### config.mk
export PLATFORM = sky130hd
export DESIGN_NAME = bpl_reply_tx
export DESIGN_NICKNAME = d
export VERILOG_FILES = /design/src/rtl/bpl_reply_pkg.sv /design/src/rtl/bpl_halfbit_timer.sv /design/src/rtl/bpl_reply_arm.sv /design/src/rtl/bpl_reply_shifter.sv /design/src/rtl/bpl_reply_tx.sv
export SDC_FILE = /design/constraint.sdc
export NUM_CORES = 1
export LEC_CHECK = 0
export BUFFER_PORTS_ARGS = -buffer_cell sky130_fd_sc_hd__buf_2
export CAP_MARGIN = 10
export CORE_UTILIZATION = 35
export DETAILED_ROUTE_END_ITERATION = 6
export PLACE_DENSITY = 0.53
export SLEW_MARGIN = 20
export SYNTH_ARGS = -nofsm -noshare
export SYNTH_HDL_FRONTEND = slang
export SYNTH_HIERARCHICAL = 1
export SYNTH_SLANG_ARGS = --single-unit
### constraint.sdc
create_clock -name clk -period 2.7 [get_ports clk]
set_input_delay 0.27 -clock clk [delete_from_list [all_inputs] [get_ports clk]]
set_output_delay 0.27 -clock clk [all_outputs]
set_load 0.02 [all_outputs]
### src/rtl/bpl_reply_pkg.sv
package bpl_reply_pkg;

   typedef enum logic {
      LINK_RX = 1'b0,
      LINK_TX = 1'b1
   } link_state_t;

   function automatic int frame_len(input int data_w, input int stop_bits);
      return 1 + data_w + stop_bits;
   endfunction

endpackage

### src/rtl/bpl_halfbit_timer.sv
module bpl_halfbit_timer #(
   parameter int DIV_W = 8,
   parameter int OVS   = 16
) (
   input  logic             clk,
   input  logic             rst_n,
   input  logic             run,
   input  logic [DIV_W-1:0] div_i,
   output logic             tick_o
);
   localparam int OVS_LOG = (OVS < 2) ? 1 : $clog2(OVS);
   localparam int CNT_W   = DIV_W + OVS_LOG;

   initial begin
      assert (OVS >= 2) else $error("bpl_halfbit_timer: OVS must be at least 2");
      assert (DIV_W >= 1) else $error("bpl_halfbit_timer: DIV_W must be at least 1");
   end

   logic [CNT_W-1:0] limit;
   logic [CNT_W-1:0] cnt;

   generate
      if ((1 << OVS_LOG) == OVS) begin : g_pow2
         assign limit = {div_i, {OVS_LOG{1'b1}}};
      end else begin : g_mul
         logic [CNT_W-1:0] div_ext;
         assign div_ext = CNT_W'(div_i);
         assign limit   = (div_ext + CNT_W'(1)) * CNT_W'(OVS) - CNT_W'(1);
      end
   endgenerate

   assign tick_o = run && (cnt == limit);

   always_ff @(posedge clk or negedge rst_n) begin
      if (!rst_n) begin
         cnt <= '0;
      end else if (!run || tick_o) begin
         cnt <= '0;
      end else begin
         cnt <= cnt + CNT_W'(1);
      end
   end

endmodule

### src/rtl/bpl_reply_arm.sv
module bpl_reply_arm (
   input  logic clk,
   input  logic rst_n,
   input  logic ctl_wr,
   input  logic wr_rts,
   input  logic wr_rta,
   input  logic busy,
   output logic start_o,
   output logic rts_pend_o
);
   logic rts_q;
   logic accept;

   assign accept     = ctl_wr && !busy;
   assign start_o    = accept && wr_rta && (wr_rts || rts_q);
   assign rts_pend_o = rts_q;

   always_ff @(posedge clk or negedge rst_n) begin
      if (!rst_n) begin
         rts_q <= 1'b0;
      end else if (start_o) begin
         rts_q <= 1'b0;
      end else if (accept && wr_rts) begin
         rts_q <= 1'b1;
      end
   end

endmodule

### src/rtl/bpl_reply_shifter.sv
module bpl_reply_shifter #(
   parameter int DATA_W    = 8,
   parameter int SR_W      = 16,
   parameter int STOP_BITS = 2,
   parameter int IDX_W     = 4
) (
   input  logic              clk,
   input  logic              rst_n,
   input  logic              load,
   input  logic [DATA_W-1:0] data_i,
   input  logic              tick,
   input  logic              active,
   output logic              line_o,
   output logic              last_o,
   output logic [IDX_W-1:0]  bit_idx_o
);
   localparam int FRAME_BITS = bpl_reply_pkg::frame_len(DATA_W, STOP_BITS);
   localparam int CODED_BITS = 1 + DATA_W;
   localparam int PAD        = SR_W - FRAME_BITS;

   initial begin
      assert (PAD >= 0) else $error("bpl_reply_shifter: SR_W too small for the frame");
      assert ((1 << IDX_W) > FRAME_BITS) else $error("bpl_reply_shifter: IDX_W too small");
   end

   logic [SR_W-1:0]  sr;
   logic [SR_W-1:0]  image;
   logic             half;
   logic [IDX_W-1:0] idx;
   logic             coded;

   generate
      if (PAD > 0) begin : g_pad
         assign image = {1'b1, data_i, {STOP_BITS{1'b1}}, {PAD{1'b0}}};
      end else begin : g_exact
         assign image = {1'b1, data_i, {STOP_BITS{1'b1}}};
      end
   endgenerate

   always_ff @(posedge clk or negedge rst_n) begin
      if (!rst_n) begin
         sr   <= '0;
         half <= 1'b0;
         idx  <= '0;
      end else if (load) begin
         sr   <= image;
         half <= 1'b0;
         idx  <= '0;
      end else if (tick) begin
         if (!half) begin
            half <= 1'b1;
         end else begin
            half <= 1'b0;
            sr   <= {sr[SR_W-2:0], 1'b0};
            idx  <= idx + IDX_W'(1);
         end
      end
   end

   assign coded     = idx < IDX_W'(CODED_BITS);
   assign line_o    = !active ? 1'b1 :
                      coded   ? (half ? sr[SR_W-1] : ~sr[SR_W-1]) :
                                sr[SR_W-1];
   assign last_o    = tick && half && (idx == IDX_W'(FRAME_BITS - 1));
   assign bit_idx_o = idx;

endmodule

### src/rtl/bpl_reply_tx.sv
module bpl_reply_tx #(
   parameter int DATA_W    = 8,
   parameter int DIV_W     = 8,
   parameter int OVS       = 16,
   parameter int SR_W      = 16,
   parameter int STOP_BITS = 2
) (
   input  logic              clk,
   input  logic              rst_n,
   input  logic              ctl_wr,
   input  logic              wr_rts,
   input  logic              wr_rta,
   input  logic [DATA_W-1:0] reply_data,
   input  logic [DIV_W-1:0]  div_n,
   input  logic              flag_clr,
   output logic              line_o,
   output logic              busy_o,
   output logic              irq_o
);
   import bpl_reply_pkg::*;

   localparam int FRAME_BITS = frame_len(DATA_W, STOP_BITS);
   localparam int IDX_W      = $clog2(FRAME_BITS + 1);

   initial begin
      assert (DATA_W >= 1) else $error("bpl_reply_tx: DATA_W must be at least 1");
      assert (STOP_BITS >= 1) else $error("bpl_reply_tx: STOP_BITS must be at least 1");
      assert (SR_W >= FRAME_BITS) else $error("bpl_reply_tx: SR_W below frame length");
   end

   link_state_t      state;
   logic [DIV_W-1:0] div_q;
   logic             start;
   logic             tick;
   logic             last;
   logic             rts_pend;
   logic [IDX_W-1:0] bit_idx;

   assign busy_o = (state == LINK_TX);

   bpl_reply_arm u_arm (
      .clk        (clk),
      .rst_n      (rst_n),
      .ctl_wr     (ctl_wr),
      .wr_rts     (wr_rts),
      .wr_rta     (wr_rta),
      .busy       (busy_o),
      .start_o    (start),
      .rts_pend_o (rts_pend)
   );

   bpl_halfbit_timer #(
      .DIV_W (DIV_W),
      .OVS   (OVS)
   ) u_timer (
      .clk    (clk),
      .rst_n  (rst_n),
      .run    (busy_o),
      .div_i  (div_q),
      .tick_o (tick)
   );

   bpl_reply_shifter #(
      .DATA_W    (DATA_W),
      .SR_W      (SR_W),
      .STOP_BITS (STOP_BITS),
      .IDX_W     (IDX_W)
   ) u_shift (
      .clk       (clk),
      .rst_n     (rst_n),
      .load      (start),
      .data_i    (reply_data),
      .tick      (tick),
      .active    (busy_o),
      .line_o    (line_o),
      .last_o    (last),
      .bit_idx_o (bit_idx)
   );

   always_ff @(posedge clk or negedge rst_n) begin
      if (!rst_n) begin
         state <= LINK_RX;
         div_q <= '0;
      end else if (start) begin
         state <= LINK_TX;
         div_q <= div_n;
      end else if (last) begin
         state <= LINK_RX;
      end
   end

   always_ff @(posedge clk or negedge rst_n) begin
      if (!rst_n) begin
         irq_o <= 1'b0;
      end else if (last) begin
         irq_o <= 1'b1;
      end else if (flag_clr) begin
         irq_o <= 1'b0;
      end
   end

endmodule

==> results of run 1 <==
[kinds of logic (layout without fill, tap and decap cells)]
family,Yosys count,in the layout,synth area share (%)
XOR/XNOR,21,21,9.627
buffers and inverters,14,43,3.798
flip-flops,39,39,51.08
adder cells (fa/ha/maj),4,4,2.620
AND/OR/NAND/NOR,60,60,14.80
AO/OA/AOI/OAI,19,19,7.008
multiplexers,17,17,11.07
[cell usage in the layout (no fill, tap or decap), drive strengths merged, types with 4 or more instances in the layout]
cell type	count
xnor2	18
clkbuf	5
ha	4
inv	8
mux2i	8
nand3	9
nor3	4
mux2	9
nor2	19
buf	27
dfrtp	39
nand2	16
o21ai	10
[registers in the layout, summed over array words and instances (netlist names)]
signal	count
busy_o	1
div_q	8
irq_o	1
u_arm/rts_pend_o	1
u_shift/bit_idx_o	4
u_shift/half	1
u_shift/sr	11
u_timer/cnt	12
[worst max-delay path, stage by stage, from the launching register on]
cell and delay [ns]:
dfrtp_1 0.40, ha_1 0.21, and3_1 0.23, nand2_1 0.12
nor4_1 0.17, and2_1 0.32, nand2_4 0.20, or3_1 0.39
a21oi_1 0.17
[cells in the mapped netlist]
master | instances | area [um2]
dfrtp_1 | 39 | 975.9
nor2_1 | 19 | 71.32
xnor2_1 | 18 | 157.7
nand2_1 | 15 | 56.30
o21ai_0 | 10 | 50.05
nand3_1 | 9 | 45.04
inv_1 | 8 | 30.03
mux2_4 | 8 | 120.1
mux2i_1 | 8 | 80.08
ha_1 | 4 | 50.05
nor3_1 | 4 | 20.02
a21oi_1 | 3 | 15.01
and3_1 | 3 | 18.77
xor2_1 | 3 | 26.28
a211o_1 | 2 | 17.52
buf_6 | 2 | 22.52
clkbuf_1 | 2 | 7.510
nand2b_1 | 2 | 12.51
nor4_1 | 2 | 12.51
a21o_1 | 1 | 7.510
a21o_2 | 1 | 8.760
and2_1 | 1 | 6.260
and3b_1 | 1 | 8.760
buf_2 | 1 | 5.000
buf_4 | 1 | 7.510
mux2_2 | 1 | 11.26
nand2_4 | 1 | 11.26
nand3b_1 | 1 | 7.510
nand4_1 | 1 | 6.260
o21a_1 | 1 | 7.510
o41ai_4 | 1 | 27.53
or3_1 | 1 | 6.260
[where the power goes]
part,internal (mW),switching [mW]
logic,0.299,0.245
clock network,0.177,0.194
registers,0.784,0.158
[through the flow]
| stage | total power, mW | utilization (%) | setup slack (ns) | std cells | cell area, um2 |
|---|---|---|---|---|---|
| detailed placement | 1.508 | 40.61 | 0.3983 | 265 | 2101 |
| CTS | 1.893 | 42.24 | 0.3818 | 273 | 2185 |
| floorplan | 1.361 | - | 0.6146 | 174 | 1911 |
| global placement | 1.478 | 40.61 | 0.5403 | 265 | 2101 |
| global route | 1.996 | 42.24 | 0.1790 | 273 | 2185 |
| finish | 1.857 | 42.24 | 0.4166 | 273 | 2185 |
[metal layers]
metal  vias to the layer above  wire length (um)
met5                         -                 0
met4                         0                29
met3                         2               131
met2                        21              1619
met1                       595              1562
li1                        638                 -
[area by class of cell]
class / count / area (um2) / share of cell area [%]
Sequential cell: 39 / 975.9 / 44.67
Clock buffer: 5 / 68.82 / 3.150
Timing Repair Buffer: 27 / 142.6 / 6.529
Tap cell: 70 / 87.58 / 4.009
Clock inverter: 3 / 15.01 / 0.6873
Inverter: 8 / 30.03 / 1.375
Multi-Input combinational cell: 121 / 864.6 / 39.58
[final timing paths]
path                       cells after the start                    to  slack (ns)
hold reg to reg                                1         u_shift/sr[5]        0.47
hold / removal                                 1      u_arm/rts_pend_o        0.09
min in group clk                               2                 irq_o        0.19
setup reg to reg                               8  u_shift/bit_idx_o[3]        0.42
max in group asynchronous                      1         u_shift/sr[6]        2.08
setup / recovery                               8  u_shift/bit_idx_o[3]        0.42
==> results.yml, run 1 <==
run_status:
  status: "completed"
grt:
  grt.overflow.total: 0
  track_usage_pct: 12.74
  gr-usage-met3_pct: 3.968
  grt_pass1_wl_um: 5382
  grtUsageMet1_pct: 16.64
  grt_pass1_vias: 1227
  grt_max_degree: 40
  grt.busiest_layer: "met2"
  use_met2_pct: 20.35
  antenna_found_initial: 0
die:
  row_count: 26
  dieHeight_um: 75.89
  pin_count: 25
  design.core.area_um2: 5172
  initial_core_util_pct: 36.94
  die_x_um: 75.89
  die_area_um2: 5759
timing:
  rsz0062_at_grt: "false"
  hold_viol_final: 0
  period_minus_slack_ns: 2.283
  period_share_pct: 84.57
  setup_viol: 0
  drv_slew: 0
  hold_slack_ns: 0.08950
  tns_ns: 0
  slew_headroom_pct: 43.52
  max_freq_mhz: 437.9
  tightest_slew_ns: 0.8472
  clock_skew_ns: 0.007439
layout:
  nets: 228
  antenna_cells: 0
  syn_to_final_growth_pct: 14.34
  drive_gt1_share_pct: 23.65
  nFillCells: 494
min_path:
  min_path_type: "in -> async"
placed_design:
  gp_congestion: 0.7666
  io_buffers: 24
  dp_hpwl_um: 2417
clocking:
  clkTransAtPathRegs_ns: 0.08
  cts.sinks: 39
  clkLatencyLatePin_ns: 0.28
  clk_path_buf_depth: 2
  cts_setup_buffers: 0
  htree_levels: 2
  hold_buffers: 0
  numCtsBuffers: 5
  post_cts_resized: 0
  cts_tree: "yes"
  cts_root_buf: "clkbuf_8"
yosys:
  ys_seq_area_share_pct: 51.08
  postSynthAreaPerCell_um2: 10.98
  netlist_area_um2: 1911
  ys_types: 32
  syn-instance-count: 174
  syn_nets: 200
  ys_seq_elements: 39
  yosys_warnings: 6
worst_setup_path:
  path_max_fanout: 16
  arrival_ns: 2.49
  path_class: "reg -> reg"
  crit_path_end_kind: "register"
  crit_start: "u_timer/cnt[0]"
  r2r-start: "u_timer/cnt[0]"
  cp-start-kind: "register"
  cp.required_ns: 2.90
detailed_routing:
  final_antenna_net_count: 0
  wl_um: 3344
  wl_per_cell_um: 12.25
  drtIter0Drc: 61
  drc: 0
  vias_per_cell: 4.601
  vias: 1256
  drt_pass1_iterations: 4
power:
  peakVddDrop_mv: 0.2922
  p_per_area_nw_per_um2: 849.9
  p_leak_nw: 1.038
flow_run:
  drv_cap: 0
(Power assumes the default switching activity.)
==> run 2, diff against run 1 <==
clock period = 2.2 ns   (was 2.7 ns; I/O delays follow)
==> results.yml, run 2 (synthesis results as in run 1) <==
run_status:
  status: "completed"
power:
  p_seq_share_pct: 49.4
  total_power_mw: 2.349
  peakVddDrop_mv: 0.2705
  p_int_mw: 1.616
  p_leak_nw: 1.044
  switchingPower_mw: 0.7332
  p_per_area_nw_per_um2: 1063
  comb_power_share_pct: 28.5
  switching_share_pct: 31.21
  clockPowerShare_pct: 22.1
timing:
  tns_ns: 0
  period_share_pct: 90.71
  hold_viol_final: 0
  period_minus_slack_ns: 1.996
  slew_headroom_pct: 43.64
  tightest_slew_ns: 0.8454
  setup_viol: 0
  rsz0062_at_grt: "false"
  max_freq_mhz: 501.1
  clock_skew_ns: 0.006101
  layout_setup_ws_ns: 0.2044
  drv_slew: 0
  hold_slack_ns: 0.03332
layout:
  layout_common_cells: "dfrtp_1, buf_2, nor2_1, xnor2_1, nand2_1"
  drive_gt1_share_pct: 24.02
  antenna_cells: 0
  largest_reg_flops: 12
  post-route-util_pct: 42.74
  largestRegisters: "u_timer/cnt x12, u_shift/sr x11, div_q x8"
  regMostFlops: "u_timer/cnt"
  nets: 229
  mostFrequentLayoutCell: "dfrtp_1"
  syn_to_final_growth_pct: 15.72
worst_setup_path:
  path_max_fanout: 9
  cp.required_ns: 2.41
  path_class: "reg -> reg"
  crit_path_end_kind: "register"
  slowest_delay_ns: 0.39
  arrival_ns: 2.21
  cp-start-kind: "register"
  crit_chain: "ha_2, and3_1, nand2_1, nor4_1, and2_1, nand2_4, or3_1, a21oi_1"
  crit_path_top_delay_cell: "dfrtp_1"
clocking:
  cts_root_buf: "clkbuf_8"
  clkLatencyLatePin_ns: 0.29
  clk_path_buf_depth: 2
  clkTransAtPathRegs_ns: 0.07
  htree_levels: 2
  hold_buffers: 0
  cts_tree: "yes"
  cts.sinks: 39
  numCtsBuffers: 5
grt:
  grt_max_degree: 40
  grt_pass1_wl_um: 5568
  grt.overflow.total: 0
  antenna_found_initial: 0
  track_usage_pct: 13.31
  grt_pass1_vias: 1239
die:
  initial_core_util_pct: 36.94
  dieHeight_um: 75.89
  design.core.area_um2: 5172
  pin_count: 25
  die_x_um: 75.89
  die_area_um2: 5759
  row_count: 26
flow_run:
  drv_cap: 0
placed_design:
  dp_hpwl_um: 2327
  gp_congestion: 0.7728
  io_buffers: 24
  post-place-ws_ns: 0.1907
detailed_routing:
  vias: 1284
  drtIter0Drc: 69
  vias_per_cell: 4.686
  drt_pass1_iterations: 4
  drc: 0
  wl_per_cell_um: 12.03
  final_antenna_net_count: 0
  wl_um: 3296
min_path:
  min_path_type: "in -> async"
-- run 2: final timing paths --
| kind | depth (start not counted) | endpoint | slack [ns] | startpoint |
|---|---|---|---|---|
| worst max-delay path | 8 | u_shift/bit_idx_o[3] | 0.20 | u_timer/cnt[0] |
| worst min-delay path | 1 | busy_o | 0.03 | rst_n |
| worst max register to register | 8 | u_shift/bit_idx_o[3] | 0.20 | u_timer/cnt[0] |
| worst min register to register | 1 | u_shift/sr[5] | 0.48 | u_shift/sr[5] |
| max in group asynchronous | 1 | u_timer/cnt[4] | 1.64 | rst_n |
| min in group clk | 2 | irq_o | 0.12 | flag_clr |
-- run 2: area by class of cell --
cell class	instances	area [um2]
tap	70	87.58
sequential	39	975.9
timing repair buffer	28	150.1
multi-input combinational	121	867.1
inverter	8	30.03
fill	514	2962
clock buffer	8	100.1
-- run 2: routing by layer --
metal | track usage [%] | part of all wire, %
met1 | 16.06 | 48
met2 | 21.73 | 47
met3 | 3.307 | 3.2
met4 | 7.407 | 2.2
met5 | 0 | 0
-- run 2: repair_timing --
item,in CTS,in global routing
setup buffers,0,0
gates resized for setup,0,1
setup endpoints to repair,0,8
-- run 2: metrics by stage --
step / std cells / cell area (um2)
finish: 274 / 2211
global route: 274 / 2211
CTS: 274 / 2208
detailed placement: 266 / 2108
global placement: 266 / 2108
floorplan: 174 / 1911
-- run 2: critical path, delay by kind of cell (launching register included) --
kind	cells	cell delay, ns
compound gates	1	0.15
simple gates	6	1.17
fa+ha+maj	1	0.21
flops	1	0.39
-- run 2: power by group through the flow --
stage / registers, mW / clock network (mW) / logic, mW
detailed placement: 1.17 / 0 / 0.677
finish: 1.16 / 0.518 / 0.670
global route: 1.20 / 0.573 / 0.765
floorplan: 1.12 / 0 / 0.550
global placement: 1.16 / 0 / 0.655
CTS: 1.16 / 0.544 / 0.681
